**config.mk**
```make
export PLATFORM = sky130hd
export DESIGN_NAME = mesi_line_ctrl
export DESIGN_NICKNAME = d
export VERILOG_FILES = /design/src/rtl/mesi_pkg.sv /design/src/rtl/mesi_snoop_resp.sv /design/src/rtl/mesi_backoff.sv /design/src/rtl/mesi_line_ctrl.sv
export SDC_FILE = /design/constraint.sdc
export NUM_CORES = 1
export LEC_CHECK = 0
export BUFFER_PORTS_ARGS = -buffer_cell sky130_fd_sc_hd__buf_2
export CORE_ASPECT_RATIO = 1.2
export CORE_MARGIN = 2
export CORE_UTILIZATION = 45
export CTS_CLUSTER_SIZE = 8
export DETAILED_ROUTE_END_ITERATION = 8
export PLACE_DENSITY = 0.72
export SKIP_CTS_REPAIR_TIMING = 1
export SYNTH_ARGS = -nofsm -noshare
export SYNTH_HDL_FRONTEND = slang
export SYNTH_SLANG_ARGS = --single-unit
export TNS_END_PERCENT = 30
```
**constraint.sdc**
```tcl
create_clock -name clk -period 4.1 [get_ports clk]
set_input_delay 0.82 -clock clk [delete_from_list [all_inputs] [get_ports clk]]
set_output_delay 0.82 -clock clk [all_outputs]
set_load 0.01 [all_outputs]
```
**src/rtl/mesi_pkg.sv**
```systemverilog
package mesi_pkg;

  typedef enum logic [1:0] {
    ST_I = 2'b00,
    ST_S = 2'b01,
    ST_E = 2'b10,
    ST_M = 2'b11
  } line_st_t;

  typedef enum logic [1:0] {
    OP_NONE = 2'd0,
    OP_RD   = 2'd1,
    OP_RDX  = 2'd2,
    OP_UPG  = 2'd3
  } bus_op_t;

  typedef enum logic [1:0] {
    C_IDLE,
    C_ISSUE,
    C_BACKOFF,
    C_WB
  } ctrl_t;

  // State of a freshly filled line after a read
  function automatic line_st_t fill_state(input logic shared_seen);
    return shared_seen ? ST_S : ST_E;
  endfunction

  // State after a snooped operation hits the line (write-back handled separately)
  function automatic line_st_t snoop_next(input line_st_t st, input bus_op_t op);
    if (st == ST_I || op == OP_NONE) return st;
    if (op == OP_RD) return ST_S;
    return ST_I;
  endfunction

endpackage

```
**src/rtl/mesi_snoop_resp.sv**
```systemverilog
module mesi_snoop_resp
  import mesi_pkg::*;
#(
  parameter int ADDR_W = 16
) (
  input  line_st_t           st,
  input  logic [ADDR_W-1:0]  tag,
  input  bus_op_t            snp_op,
  input  logic [ADDR_W-1:0]  snp_addr,
  output logic               hit,
  output logic               shared_rsp,
  output logic               retry_rsp
);

  always_comb begin
    hit        = (snp_op != OP_NONE) && (st != ST_I) && (tag == snp_addr);
    shared_rsp = hit && (snp_op == OP_RD) && (st == ST_E || st == ST_S);
    retry_rsp  = hit && (st == ST_M);
  end

endmodule

```
**src/rtl/mesi_backoff.sv**
```systemverilog
module mesi_backoff #(
  parameter int CYCLES = 8
) (
  input  logic clk,
  input  logic rst_n,
  input  logic start,
  output logic expire
);

  localparam int CW = (CYCLES < 2) ? 1 : $clog2(CYCLES + 1);

  logic [CW-1:0] cnt_q;
  logic          active_q;

  assign expire = active_q && (cnt_q == '0);

  always_ff @(posedge clk) begin
    if (!rst_n) begin
      active_q <= 1'b0;
      cnt_q    <= '0;
    end else if (start) begin
      active_q <= 1'b1;
      cnt_q    <= CW'(CYCLES - 1);
    end else if (expire) begin
      active_q <= 1'b0;
    end else if (active_q) begin
      cnt_q <= cnt_q - 1'b1;
    end
  end

endmodule

```
**src/rtl/mesi_line_ctrl.sv**
```systemverilog
module mesi_line_ctrl
  import mesi_pkg::*;
#(
  parameter int ADDR_W  = 16,
  parameter int DATA_W  = 32,
  parameter int BACKOFF = 8
) (
  input  logic              clk,
  input  logic              rst_n,
  input  logic              cpu_req_i,
  input  logic              cpu_we_i,
  input  logic [ADDR_W-1:0] cpu_addr_i,
  input  logic [DATA_W-1:0] cpu_wdata_i,
  output logic [DATA_W-1:0] cpu_rdata_o,
  output logic              cpu_done_o,
  output logic [1:0]        bus_op_o,
  output logic              bus_wb_o,
  output logic [ADDR_W-1:0] bus_addr_o,
  output logic [DATA_W-1:0] bus_wdata_o,
  input  logic [DATA_W-1:0] bus_rdata_i,
  input  logic              bus_shared_i,
  input  logic              bus_retry_i,
  input  logic [1:0]        snp_op_i,
  input  logic [ADDR_W-1:0] snp_addr_i,
  output logic              snp_shared_o,
  output logic              snp_retry_o,
  output logic [1:0]        line_state_o
);

  line_st_t          st_q, wb_next_q;
  logic [ADDR_W-1:0] tag_q;
  logic [DATA_W-1:0] data_q, rdata_q;
  ctrl_t             ctrl_q;
  bus_op_t           op_q;
  logic              done_q;

  // Named internal events
  logic snp_hit, snoop_act, cpu_hit, accept;
  logic issue_retry, issue_ok, bo_expire;
  bus_op_t snp_op;

  assign snp_op = bus_op_t'(snp_op_i);

  mesi_snoop_resp #(.ADDR_W(ADDR_W)) u_resp (
    .st         (st_q),
    .tag        (tag_q),
    .snp_op     (snp_op),
    .snp_addr   (snp_addr_i),
    .hit        (snp_hit),
    .shared_rsp (snp_shared_o),
    .retry_rsp  (snp_retry_o)
  );

  mesi_backoff #(.CYCLES(BACKOFF)) u_backoff (
    .clk    (clk),
    .rst_n  (rst_n),
    .start  (issue_retry),
    .expire (bo_expire)
  );

  always_comb begin
    snoop_act   = snp_hit && (ctrl_q == C_IDLE || ctrl_q == C_BACKOFF);
    cpu_hit     = (st_q != ST_I) && (tag_q == cpu_addr_i);
    accept      = (ctrl_q == C_IDLE) && cpu_req_i && !done_q && !snoop_act;
    issue_retry = (ctrl_q == C_ISSUE) && bus_retry_i;
    issue_ok    = (ctrl_q == C_ISSUE) && !bus_retry_i;
  end

  assign bus_op_o     = (ctrl_q == C_ISSUE) ? op_q : OP_NONE;
  assign bus_wb_o     = (ctrl_q == C_WB);
  assign bus_addr_o   = (ctrl_q == C_WB) ? tag_q : cpu_addr_i;
  assign bus_wdata_o  = data_q;
  assign cpu_rdata_o  = rdata_q;
  assign cpu_done_o   = done_q;
  assign line_state_o = st_q;

  always_ff @(posedge clk) begin
    if (!rst_n) begin
      st_q      <= ST_I;
      wb_next_q <= ST_I;
      tag_q     <= '0;
      data_q    <= '0;
      rdata_q   <= '0;
      ctrl_q    <= C_IDLE;
      op_q      <= OP_NONE;
      done_q    <= 1'b0;
    end else begin
      done_q <= 1'b0;
      if (snoop_act) begin
        if (st_q == ST_M) begin
          ctrl_q    <= C_WB;
          wb_next_q <= (snp_op == OP_RD) ? ST_S : ST_I;
        end else begin
          st_q <= snoop_next(st_q, snp_op);
          if (ctrl_q == C_BACKOFF && bo_expire) ctrl_q <= C_IDLE;
        end
      end else begin
        case (ctrl_q)
          C_IDLE: begin
            if (accept) begin
              if (cpu_hit) begin
                if (!cpu_we_i) begin
                  rdata_q <= data_q;
                  done_q  <= 1'b1;
                end else if (st_q == ST_S) begin
                  op_q   <= OP_UPG;
                  ctrl_q <= C_ISSUE;
                end else begin
                  data_q <= cpu_wdata_i;
                  st_q   <= ST_M;
                  done_q <= 1'b1;
                end
              end else if (st_q == ST_M) begin
                wb_next_q <= ST_I;
                ctrl_q    <= C_WB;
              end else begin
                op_q   <= cpu_we_i ? OP_RDX : OP_RD;
                ctrl_q <= C_ISSUE;
              end
            end
          end
          C_ISSUE: begin
            if (issue_ok) begin
              tag_q  <= cpu_addr_i;
              done_q <= 1'b1;
              ctrl_q <= C_IDLE;
              if (op_q == OP_RD) begin
                data_q  <= bus_rdata_i;
                rdata_q <= bus_rdata_i;
                st_q    <= fill_state(bus_shared_i);
              end else begin
                data_q <= cpu_wdata_i;
                st_q   <= ST_M;
              end
            end else begin
              ctrl_q <= C_BACKOFF;
            end
          end
          C_BACKOFF: if (bo_expire) ctrl_q <= C_IDLE;
          C_WB: begin
            st_q   <= wb_next_q;
            ctrl_q <= C_IDLE;
          end
          default: ctrl_q <= C_IDLE;
        endcase
      end
    end
  end

endmodule

```
# Word-level counts from Yosys, hierarchy flattened

Cells that the tools add are included.

Register bits: 94
Input port bits: 104
Output and inout port bits: 88
Logic and storage cells: 162

Add/sub/neg operators: 1
Eq/ne operators: 32
Multiplexer cells: 72
Bitwise logic cells: 3
Reductions and logical operators: 43

Operators by type and width:

| cell               | count |
|---|---|
| $mux 32            | 11 |
| $pmux 32 s2        | 2 |
| $mux 2             | 35 |
| $eq 16x16->1       | 2 |
| $ne 2x2->1 const B | 11 |
| $reduce_and 7->1   | 3 |
| $ne 3x3->1 const B | 6 |
| $mux 1             | 17 |
| $mux 16            | 1 |
| $logic_and 1x1->1  | 14 |
| $reduce_bool 2->1  | 7 |
| $mux 3             | 3 |
| $eq 2x1->1 const B | 4 |
| $eq 2x2->1 const B | 4 |
| $pmux 2 s4         | 1 |
| $logic_not 2->1    | 3 |
| $pmux 2 s3         | 1 |
| $reduce_and 6->1   | 1 |
| $reduce_and 5->1   | 1 |
| $logic_not 4->1    | 1 |
| $ne 2x1->1 const B | 2 |
| $ne 4x3->1 const B | 1 |
| $ne 4x4->1 const B | 1 |
| $reduce_and 2->1   | 2 |
| 10 further kinds   | 17 |

# Logic depth before layout (Yosys ltp)

Gate-level depths: netlist (run 1).

Depth after elaboration: 14
Mapped depth: 11
Depth with buffers taken out: 8

# Modules after synthesis

Synthesis (run 1) repeated with hierarchy kept, for this count alone.

Cell total of the unflattened synthesis: 541
Area, all modules: 5233.8 µm²

Modules (own cells, without submodules):

| module          | times used | cells an instance | area an instance (µm²) | sequential area each (µm²) |
|---|---|---|---|---|
| mesi_line_ctrl  | 1          | 482               | 4709.5                 | 1761.7 |
| mesi_backoff    | 1          | 27                | 269.0                  | 100.1 |
| mesi_snoop_resp | 1          | 32                | 255.2                  | 0.0 |

# Worst setup path after synthesis (run 1)

OpenSTA, ideal clock, no wires.

Path kind: input-to-output
Start: input snp_addr_i[10]
End: output snp_retry_o
Data arrival time: 1.941 ns
Data required time: 3.280 ns
Setup slack: 1.339 ns
Cell stages on the path: 5
Path buffers: 0
Cell sequence: xor2_1 nor4_2 nand4_4 or2_2 inv_1

Longest elaborated chain between the ends: 3

Ends and longest elaborated chain:

| what              | line                  | source |
|---|---|---|
| start, declared   | mesi_line_ctrl.sv:24  | `input logic [ADDR_W-1:0] snp_addr_i,` |
| $eq 16x16->1      | mesi_snoop_resp.sv:16 | `hit = (snp_op != OP_NONE) && (st != ST_I) && (tag == snp_addr);` |
| $logic_and 1x1->1 | mesi_snoop_resp.sv:16 |  |
| $logic_and 1x1->1 | mesi_snoop_resp.sv:18 | `retry_rsp = hit && (st == ST_M);` |
| end, declared     | mesi_line_ctrl.sv:26  | `output logic snp_retry_o,` |

No other way between the ends.

# Worst setup path in the final report (run 1)

Same ends and word-level chain as after synthesis.

==> summary.txt, run 1 <==
Outcome
  – Outcome: complete, no violations

Critical path
  – Most frequent cell on the critical path: sky130_fd_sc_hd__buf_2
  – Capturing point of the worst reg2reg path: cpu_rdata_o[1]
  – CP max stage cell: sky130_fd_sc_hd__nor4_2
  – Crit path buffers/inverters: 3
  – Critical Path End: snp_retry_o
  – Minimum setup slack among reg-to-reg paths: 1.16 ns
  – CP Cell Sequence: buf_2, xor2_1, nor4_2, nand4_4, or2_2, inv_1, buf_2
  – Worst Path Required: 3.28 ns
  – Critical path's largest stage delay: 0.38 ns
  – Launch point of the worst path: snp_addr_i[10]
  – Signal arrival time at the worst endpoint: 2.31 ns
  – Type of the setup path with the least slack: input pin to output port
  – Crit-path leading delay family: simple AND/OR/NAND/NOR gates
  – Crit end category: output port
  – Worst-path maximum fanout: 10
  – Depth of the worst register-to-register path: 6
  – Startpoint of the worst-slack reg-to-reg timing path: ctrl_q[0]
  – Cell depth of the worst setup path: 7
  – Sort of element at the start of the critical path: input pin

Logic synthesis
  – Syn nets: 658
  – Share of flip-flops with an asynchronous set or reset after synthesis: 0
  – Proportion of netlist area held by the largest area contributor: 0.348
  – Number of synthesized flops with an enable pin: 0
  – Proportion of synthesized chip area in sequential cells: 0.348
  – Synthesized instance count: 549
  – Main area contributors after synthesis: sky130_fd_sc_hd__dfxtp_1 (35%), sky130_fd_sc_hd__mux2i_1 (12%), sky130_fd_sc_hd__a311oi_1 (5.4%)
  – Most common library cells after synthesis: sky130_fd_sc_hd__dfxtp_1 (93), sky130_fd_sc_hd__mux2i_1 (66), sky130_fd_sc_hd__a21oi_1 (56), sky130_fd_sc_hd__nand2_1 (42), sky130_fd_sc_hd__a311oi_1 (33)
  – Post-synthesis instance area: 0.00534 mm²
  – Cell type contributing the most total cell area after synthesis: sky130_fd_sc_hd__dfxtp_1
  – Most frequent cell after synthesis: sky130_fd_sc_hd__dfxtp_1
  – Total of warnings raised by yosys: 0
  – Total of flip-flops plus latches after synthesis: 93
  – Synth unique cells: 61
  – Prevailing post-synth register cell: sky130_fd_sc_hd__dfxtp_1
  – Syn avg cell area: 9.73 µm²

Routing
  – Total wire length: 15900 µm
  – Routed wire length per instance: 18.3 µm
  – First-pass DRT Iterations: 4
  – Antenna Violating Nets Remaining: 0
  – DRT iter0 DRCs: 230
  – Vias per cell: 5.91
  – Total via count after detailed routing: 5123
  – Post-route DRC: 0

Global route
  – All-Layer GR Usage: 0.245
  – Initial antenna violation count: 0
  – Busiest layer in global routing: met2
  – First-pass GRT wire length: 24500 µm
  – Global route overflow: 0
  – Pin count of the biggest net entering global routing: 65
  – Via count of the first global-routing pass: 4957
  – Met3 usage: 0.0690
  – Global routing usage on met1: 0.287
  – Met2 Usage GRT: 0.413

Pwr
  – Power density normalized to cell area: 345 mW/mm²
  – Design Power: 2.27 mW
  – Leakage: 2.91 nW
  – Max VDD drop: 0.222 mV

Min path
  – Class of the tightest hold or removal check: flop to flop
  – Worst hold path stage count: 2

Clock tree
  – Clock edge transition at the registers on the reported setup and hold paths: 0.06 ns
  – Clock H-tree levels: 3
  – Clk_lat worst skew: 0.34 ns
  – Clock tree buffer depth: 2
  – Number of CTS-inserted buffers: 9
  – Clock sinks: 93
  – TritonCTS clock tree: done
  – CTS root buffer: sky130_fd_sc_hd__clkbuf_16

STA
  – Count of final max-slew check failures: 0
  – Peak clock frequency supported by timing: 320 MHz
  – Sum of negative setup slack: 0 ns
  – Slew Limit Headroom: 0.154
  – Min Clock Period, post-route: 3.13 ns
  – Clock skew after layout: 0.00638 ns
  – Least-Margin Pin Slew: 1.27 ns
  – Final Hold Vio Count: 0
  – Final clock period utilization by the worst path: 0.763
  – Final setup viols: 0
  – Setup repair after global routing missed its margin: no

Place
  – Last weighted congestion value of the routability-driven placer: 0.898
  – Half-perimeter wire length after placement: 10700 µm
  – IO buf count: 191

Die
  – Ports placed on the boundary: 192
  – Die Area: 0.0128 mm²
  – Standard-cell rows: 43
  – Height of the chip: 123 µm
  – Die W: 103 µm
  – Initial cell density of the core: 0.462
  – Total core area: 0.0116 mm²

Job
  – Max_cap viols: 0

Cells and area
  – Antenna diode count: 0
  – Post-layout nets: 815
  – Area growth, synth to finish: 23.3%
  – Share of post-route cells with drive strength above 1: 0.369
  – Fillers: 1060
layer usage:
layer,up-vias,share of wire
li1,2419,-
met1,2452,0.41
met2,217,0.48
met3,35,0.085
met4,0,0.027
met5,-,0
cells in the final DEF, fill, tap and decap left out, drive strengths merged, types with 2 or more instances in the layout:
cell type | netlist | layout
xnor2 | 9 | 9
o31a | 2 | 2
xor2 | 27 | 27
a31o | 34 | 34
nor3b | 2 | 2
o2111ai | 2 | 2
and2 | 3 | 3
nand2b | 3 | 3
mux2 | 16 | 16
nand4 | 3 | 3
a21o | 2 | 2
a2111oi | 32 | 32
buf | 32 | 200
nand3 | 4 | 4
a21oi | 56 | 56
clkbuf | 22 | 12
a31oi | 4 | 4
clkinv | 0 | 2
nor2 | 6 | 6
nor4 | 7 | 7
ha | 5 | 5
mux2i | 66 | 66
o21ai | 4 | 4
nor3 | 6 | 6
and4b | 2 | 2
a311oi | 33 | 33
nand2 | 42 | 42
or2 | 2 | 2
dfxtp | 93 | 93
nor2b | 2 | 2
inv | 11 | 11
layout make-up:
type	instances	area [µm²]	share of cell area
clock buffers	12	256	0.0389
clock inverters	3	21.3	0.00323
inverters	11	41.3	0.00627
multi-input cells	391	3170	0.482
flip-flops and latches	93	1860	0.283
well taps	157	196	0.0298
repair buffers	200	1040	0.157
sequential cells by signal, summed over array words and instances, names as in the netlist:
register	cells
tag_q	16
cpu_done_o	1
u_backoff.active_q	1
line_state_o	2
cpu_rdata_o	32
u_backoff.cnt_q	4
ctrl_q	2
op_q	2
bus_wdata_o	32
wb_next_q	1
worst min-delay path by stage:
stage | startpoint | to | slack (ns)
2_1_floorplan | op_q[1] | op_q[1] | 0.45
3_3_place_gp | bus_wdata_o[29] | bus_wdata_o[29] | 0.48
3_5_place_dp | bus_wdata_o[17] | bus_wdata_o[17] | 0.49
4_1_cts | op_q[1] | op_q[1] | 0.50
5_1_grt | op_q[1] | op_q[1] | 0.52
6_report | op_q[1] | op_q[1] | 0.50
cells by family after synthesis:
family          count (synthesis)  share of synthesized area
simple gates                   88                     0.0925
flops                          93                      0.348
compound gates                180                      0.270
xor+xnor                       36                     0.0590
fa+ha+maj                       5                     0.0117
buf+inv                        65                     0.0611
mux                            82                      0.157
where the power goes:
group | switching [mW] | internal [mW]
logic | 0.295 | 0.196
clock network | 0.347 | 0.441
registers | 0.0382 | 0.953
worst min-delay path, stage by stage, from the launching register on:
cell                      delay [ns]
sky130_fd_sc_hd__dfxtp_1        0.33
sky130_fd_sc_hd__o41ai_1        0.06
sky130_fd_sc_hd__a21oi_1        0.06
through the flow:
stage | instances | util | hold slack (ns) | worst slack (ns) | instance area, µm²
after floorplan | 549 | - | 0.446 | 1.34 | 5340
after global placement | 852 | 0.545 | 0.477 | 0.847 | 6310
after detailed placement | 852 | 0.545 | 0.485 | 0.811 | 6310
after CTS | 867 | 0.569 | 0.495 | 0.973 | 6590
after global routing | 867 | 0.569 | 0.516 | 0.824 | 6590
final | 867 | 0.569 | 0.498 | 0.973 | 6590
Note: power is estimated with default switching activity, not from simulation.
==> run 2: changes to the inputs <==
PLACE_DENSITY = 0.75   (was 0.72)
clock period = 2.6 ns   (was 4.1 ns; I/O delays follow)
==> run 2 against run 1 <==
Via count is essentially flat. Clock skew about the same. Sequential cell count stayed put. Count of clock-buffer cells in the layout fell by 2. Core utilization up 2.2 points. Largest power group is now clock. Critical path depth fell by 3. Die area unchanged. Cell count is 1.6% higher. Global-route usage down 0.61 points. Final area rose by 3.9%. Critical path type is now flop to output port. Worst hold slack worse by 0.055 ns.
==> summary.txt, run 2 (same netlist as run 1, synthesis figures left out) <==
Critical path
  – Signal arrival time at the worst endpoint: 1.94 ns
  – Sort of element at the start of the critical path: flop
  – Worst Path Required: 2.08 ns
  – CP max stage cell: sky130_fd_sc_hd__nand3_1
  – Minimum setup slack among reg-to-reg paths: 0.18 ns
  – Crit end category: output port
  – Type of the setup path with the least slack: flop to output port
  – CP Cell Sequence: xnor2_1, nand3_1, nor3_1, buf_2
  – Depth of the worst register-to-register path: 7
  – Crit path buffers/inverters: 1
  – Capturing point of the worst reg2reg path: cpu_rdata_o[23]
  – Startpoint of the worst-slack reg-to-reg timing path: tag_q[1]
  – Worst-path maximum fanout: 8
  – Crit-path leading delay family: simple AND/OR/NAND/NOR gates
  – Critical path's largest stage delay: 0.39 ns

Cells and area
  – Post-layout nets: 828
  – Commonest non-fill, non-tap cell in the layout: sky130_fd_sc_hd__buf_2
  – Most frequent cells in the layout: sky130_fd_sc_hd__buf_2 (191), sky130_fd_sc_hd__dfxtp_1 (91), sky130_fd_sc_hd__mux2i_1 (66)
  – Final Instance Count excl. Fillers: 881
  – Fillers: 987
  – Share of post-route cells with drive strength above 1: 0.385
  – Area growth, synth to finish: 28.0%
  – Antenna diode count: 0

Global route
  – Global route overflow: 0
  – All-Layer GR Usage: 0.239
  – Pin count of the biggest net entering global routing: 65
  – First-pass GRT wire length: 23900 µm
  – Via count of the first global-routing pass: 4847
  – Initial antenna violation count: 0

Outcome
  – Outcome: complete, no violations

Pwr
  – Power density normalized to cell area: 582 mW/mm²
  – Max VDD drop: 0.370 mV
  – Leakage: 3.04 nW
  – Portion of total power attributed to sequential cells: 0.393
  – Comb pwr share: 0.204
  – Fraction of power consumed by the clock network: 0.403
  – P_sw: 1.10 mW
  – Net switching fraction of the power: 0.275
  – Internal power: 2.89 mW

STA
  – Least-Margin Pin Slew: 0.655 ns
  – Final clock period utilization by the worst path: 0.946
  – Peak clock frequency supported by timing: 407 MHz
  – Min Clock Period, post-route: 2.46 ns
  – Clock skew after layout: 0.00601 ns
  – Final Hold Vio Count: 0
  – Setup repair after global routing missed its margin: no
  – Count of final max-slew check failures: 0
  – Sum of negative setup slack: 0 ns
  – Slew Limit Headroom: 0.563
  – Final setup viols: 0

Routing
  – First-pass DRT Iterations: 6
  – DRT iter0 DRCs: 258
  – Routed wire length per instance: 17.8 µm
  – Total via count after detailed routing: 5122
  – Post-route DRC: 0
  – Vias per cell: 5.81
  – Total wire length: 15700 µm
  – Antenna Violating Nets Remaining: 0

Die
  – Total core area: 0.0116 mm²
  – Die Area: 0.0128 mm²
  – Ports placed on the boundary: 192
  – Die W: 103 µm
  – Standard-cell rows: 43
  – Height of the chip: 123 µm
  – Initial cell density of the core: 0.462

Clock tree
  – CTS root buffer: sky130_fd_sc_hd__clkbuf_16
  – Clock edge transition at the registers on the reported setup and hold paths: 0.06 ns
  – TritonCTS clock tree: done
  – Clock sinks: 93
  – Clock tree buffer depth: 2
  – Number of CTS-inserted buffers: 9
  – Clk_lat worst skew: 0.34 ns
  – Clock H-tree levels: 3

Job
  – Max_cap viols: 0

Place
  – Last weighted congestion value of the routability-driven placer: 0.908
  – Placed instance count: 865
  – IO buf count: 191
  – Half-perimeter wire length after placement: 11200 µm

Min path
  – Hold endpoint: tag_q[1]
  – Class of the tightest hold or removal check: input pin to flop
  – Startpoint of the lowest-slack hold path: cpu_addr_i[1]
  – Worst hold path stage count: 3
-- run 2: cell types whose count changed in the layout (fill, tap and decap cells not counted), sizes merged --
cell | previous run | this run
buf | 200 | 213
clkinvlp | 1 | 0
bufinv | 0 | 4
clkinv | 2 | 1
inv | 11 | 12
clkbuf | 12 | 10
-- run 2: worst max path at each step --
stage,cells after the start,end,slack (ns),from
2_1_floorplan,5,snp_retry_o,0.44,snp_addr_i[10]
3_3_place_gp,8,bus_wdata_o[1],0.03,cpu_addr_i[1]
3_5_place_dp,8,bus_wdata_o[26],-0.05,cpu_addr_i[1]
4_1_cts,8,snp_retry_o,0.003,line_state_o[0]
5_1_grt,8,snp_retry_o,0.05,line_state_o[0]
6_report,4,snp_shared_o,0.14,tag_q[6]
-- run 2: layout make-up --
class | count | area, µm² | share of cell area
Clock buffer | 10 | 229 | 0.0335
Clock inverter | 6 | 134 | 0.0196
Inverter | 11 | 41.3 | 0.00604
Multi-Input combinational cell | 391 | 3180 | 0.465
Sequential cell | 93 | 1860 | 0.272
Tap cell | 157 | 196 | 0.0287
Timing Repair Buffer | 213 | 1200 | 0.175
-- run 2: worst min-delay path: stages --
cell and delay (ns):
sky130_fd_sc_hd__buf_2 0.11, sky130_fd_sc_hd__nand2_1 0.05, sky130_fd_sc_hd__a21oi_1 0.05
-- run 2: metal layers --
layer / wire (µm) / vias up / part of all wire / track usage
met5: 0 / - / 0 / 0
met4: 382 / 0 / 0.024 / 0.107
met3: 1010 / 32 / 0.065 / 0.0413
met2: 7570 / 235 / 0.48 / 0.405
met1: 6750 / 2415 / 0.43 / 0.294
li1: - / 2440 / - / -
-- run 2: power by group through the flow --
| stage | logic (mW) | clock network (mW) | registers, mW |
|---|---|---|---|
| after global placement | 0.783 | 0 | 1.59 |
| final | 0.813 | 1.60 | 1.57 |
| after detailed placement | 0.807 | 0 | 1.60 |
| after floorplan | 0.478 | 0 | 1.61 |
| after global routing | 0.879 | 1.69 | 1.58 |
| after CTS | 0.811 | 1.62 | 1.57 |
-- run 2: per-stage QoR --
stage | total power [mW] | cell area, µm² | utilization | worst slack, ns | hold slack (ns)
after floorplan | 2.09 | 5340 | - | 0.439 | 0.446
after global placement | 2.38 | 6470 | 0.559 | 0.0295 | 0.479
after detailed placement | 2.40 | 6470 | 0.559 | -0.0479 | 0.486
after CTS | 4.00 | 6830 | 0.591 | 0.00301 | 0.433
after global routing | 4.14 | 6840 | 0.591 | 0.0472 | 0.441
final | 3.98 | 6840 | 0.591 | 0.141 | 0.443
==> run 3: changes to the inputs <==
SETUP_SLACK_MARGIN = 0.4   (was default)
==> run 3 against run 2 <==
Sequential cell count did not move. Worst hold slack lost 0.0090 ns. Count of clock-buffer cells in the layout unchanged. Core utilization increased by 4.2 points. Routed wire length up 10%. Non-clock buffer count up 19. Final area increased by 7.0%.
==> summary.txt, run 3 (same netlist as run 1, synthesis figures left out) <==
Outcome
  – Outcome: complete, no violations

Critical path
  – Startpoint of the worst-slack reg-to-reg timing path: tag_q[1]
  – Minimum setup slack among reg-to-reg paths: 0.21 ns
  – Depth of the worst register-to-register path: 7
  – Worst Path Required: 2.89 ns
  – Capturing point of the worst reg2reg path: bus_wdata_o[28]
  – Signal arrival time at the worst endpoint: 2.67 ns
  – Sort of element at the start of the critical path: flop
  – Worst-path maximum fanout: 16
  – Crit end category: flop
  – Type of the setup path with the least slack: flop to flop

Global route
  – Pin count of the biggest net entering global routing: 65
  – All-Layer GR Usage: 0.239
  – First-pass GRT wire length: 23900 µm
  – Via count of the first global-routing pass: 4847
  – Global route overflow: 0
  – Initial antenna violation count: 0

Routing
  – Vias per cell: 5.91
  – Top layer reached by signal wires: met4
  – Total wire length: 17300 µm
  – Met2 routed wirelength: 8510 µm
  – Total via count after detailed routing: 5316
  – DRT iter0 DRCs: 256
  – First-pass DRT Iterations: 4
  – Met3 Wirelength: 1310 µm
  – Antenna Violating Nets Remaining: 0
  – Wire length the detailed router placed on met1: 7110 µm
  – Routed wire length per instance: 19.3 µm
  – Post-route DRC: 0

Clock tree
  – Clock tree buffer depth: 2
  – Clock H-tree levels: 3
  – Number of CTS-inserted buffers: 9
  – Clock sinks: 93
  – Clock edge transition at the registers on the reported setup and hold paths: 0.07 ns
  – CTS root buffer: sky130_fd_sc_hd__clkbuf_16
  – Clk_lat worst skew: 0.35 ns
  – TritonCTS clock tree: done

Cells and area
  – Most frequent cells in the layout: sky130_fd_sc_hd__buf_2 (190), sky130_fd_sc_hd__dfxtp_1 (85), sky130_fd_sc_hd__mux2i_1 (66)
  – Post-Layout Inst Area: 0.00732 mm²
  – Area taken by multi-input logic gates: 0.00340 mm²
  – Area growth, synth to finish: 37.0%
  – Fillers: 931
  – Area occupied by registers: 0.00188 mm²
  – Antenna diode count: 0
  – Share of post-route cells with drive strength above 1: 0.441
  – Commonest non-fill, non-tap cell in the layout: sky130_fd_sc_hd__buf_2
  – Post-layout nets: 847

Die
  – Initial cell density of the core: 0.462
  – Total core area: 0.0116 mm²
  – Height of the chip: 123 µm
  – Die W: 103 µm
  – Die Area: 0.0128 mm²
  – Standard-cell rows: 43
  – Ports placed on the boundary: 192

STA
  – Minimum setup slack in the final design: 0.214 ns
  – Final clock period utilization by the worst path: 0.918
  – Slew Limit Headroom: 0.503
  – Setup repair after global routing missed its margin: yes
  – Least-Margin Pin Slew: 0.745 ns
  – Min Clock Period, post-route: 2.39 ns
  – Count of final max-slew check failures: 0
  – Final Hold Vio Count: 0
  – Clock skew after layout: 0.00698 ns
  – Final setup viols: 0
  – Peak clock frequency supported by timing: 419 MHz

Pwr
  – Net switching fraction of the power: 0.284
  – Internal power: 2.96 mW
  – P_sw: 1.17 mW
  – Max VDD drop: 0.368 mV
  – Portion of total power attributed to sequential cells: 0.379
  – Power density normalized to cell area: 565 mW/mm²
  – Leakage: 3.21 nW
  – Comb pwr share: 0.231
  – Fraction of power consumed by the clock network: 0.390

Job
  – Max_cap viols: 0

Place
  – Post-placement worst setup slack: -0.0479 ns
  – IO buf count: 191
  – Last weighted congestion value of the routability-driven placer: 0.908
  – Area post-placement: 0.00647 mm²
  – Half-perimeter wire length after placement: 11200 µm

Min path
  – Hold endpoint: tag_q[1]
  – Startpoint of the lowest-slack hold path: cpu_addr_i[1]
  – Worst hold path stage count: 3
  – Class of the tightest hold or removal check: input pin to flop
run 3: how the worst max path moves through the flow:
stage               startpoint               to  slack [ns]
2_1_floorplan   snp_addr_i[10]      snp_retry_o        0.44
3_3_place_gp     cpu_addr_i[1]   bus_wdata_o[1]        0.03
3_5_place_dp     cpu_addr_i[1]  bus_wdata_o[26]       -0.05
4_1_cts        line_state_o[0]      snp_retry_o       0.003
5_1_grt               tag_q[1]  bus_wdata_o[28]        0.22
6_report              tag_q[1]  bus_wdata_o[28]        0.21
run 3: power by group through the flow:
stage / sequential [mW] / clock, mW / combinational (mW)
after floorplan: 1.61 / 0 / 0.478
after global placement: 1.59 / 0 / 0.783
after detailed placement: 1.60 / 0 / 0.807
after CTS: 1.57 / 1.62 / 0.811
after global routing: 1.57 / 1.68 / 1.02
final: 1.57 / 1.61 / 0.955
run 3: metrics by stage:
| stage | TNS, ns | power, mW | instances | hold WS, ns | util |
|---|---|---|---|---|---|
| after floorplan | 0 | 2.09 | 549 | 0.446 | - |
| after global placement | 0 | 2.38 | 865 | 0.479 | 0.559 |
| after detailed placement | -0.135 | 2.40 | 865 | 0.486 | 0.559 |
| after CTS | 0 | 4.00 | 881 | 0.433 | 0.591 |
| after global routing | 0 | 4.27 | 900 | 0.441 | 0.633 |
| final | 0 | 4.13 | 900 | 0.434 | 0.633 |
run 3: area by class of cell:
type,count,area share
multi-input combinational,391,0.464
sequential,93,0.257
timing repair buffer,232,0.196
clock buffer,10,0.0313
tap,157,0.0268
clock inverter,6,0.0183
inverter,11,0.00564
run 3: per-layer routing:
layer	global-route usage	vias up
met1	0.294	2526
met3	0.0413	34
li1	-	2482
met5	0	-
met2	0.405	274
met4	0.107	0
run 3: critical path, stage by stage (launching register included):
cell,delay (ns)
sky130_fd_sc_hd__dfxtp_4,0.37
sky130_fd_sc_hd__xor2_1,0.22
sky130_fd_sc_hd__nor4_2,0.42
sky130_fd_sc_hd__and4_4,0.35
sky130_fd_sc_hd__a31oi_4,0.15
sky130_fd_sc_hd__buf_12,0.19
sky130_fd_sc_hd__a2111oi_0,0.44
sky130_fd_sc_hd__a31o_1,0.18
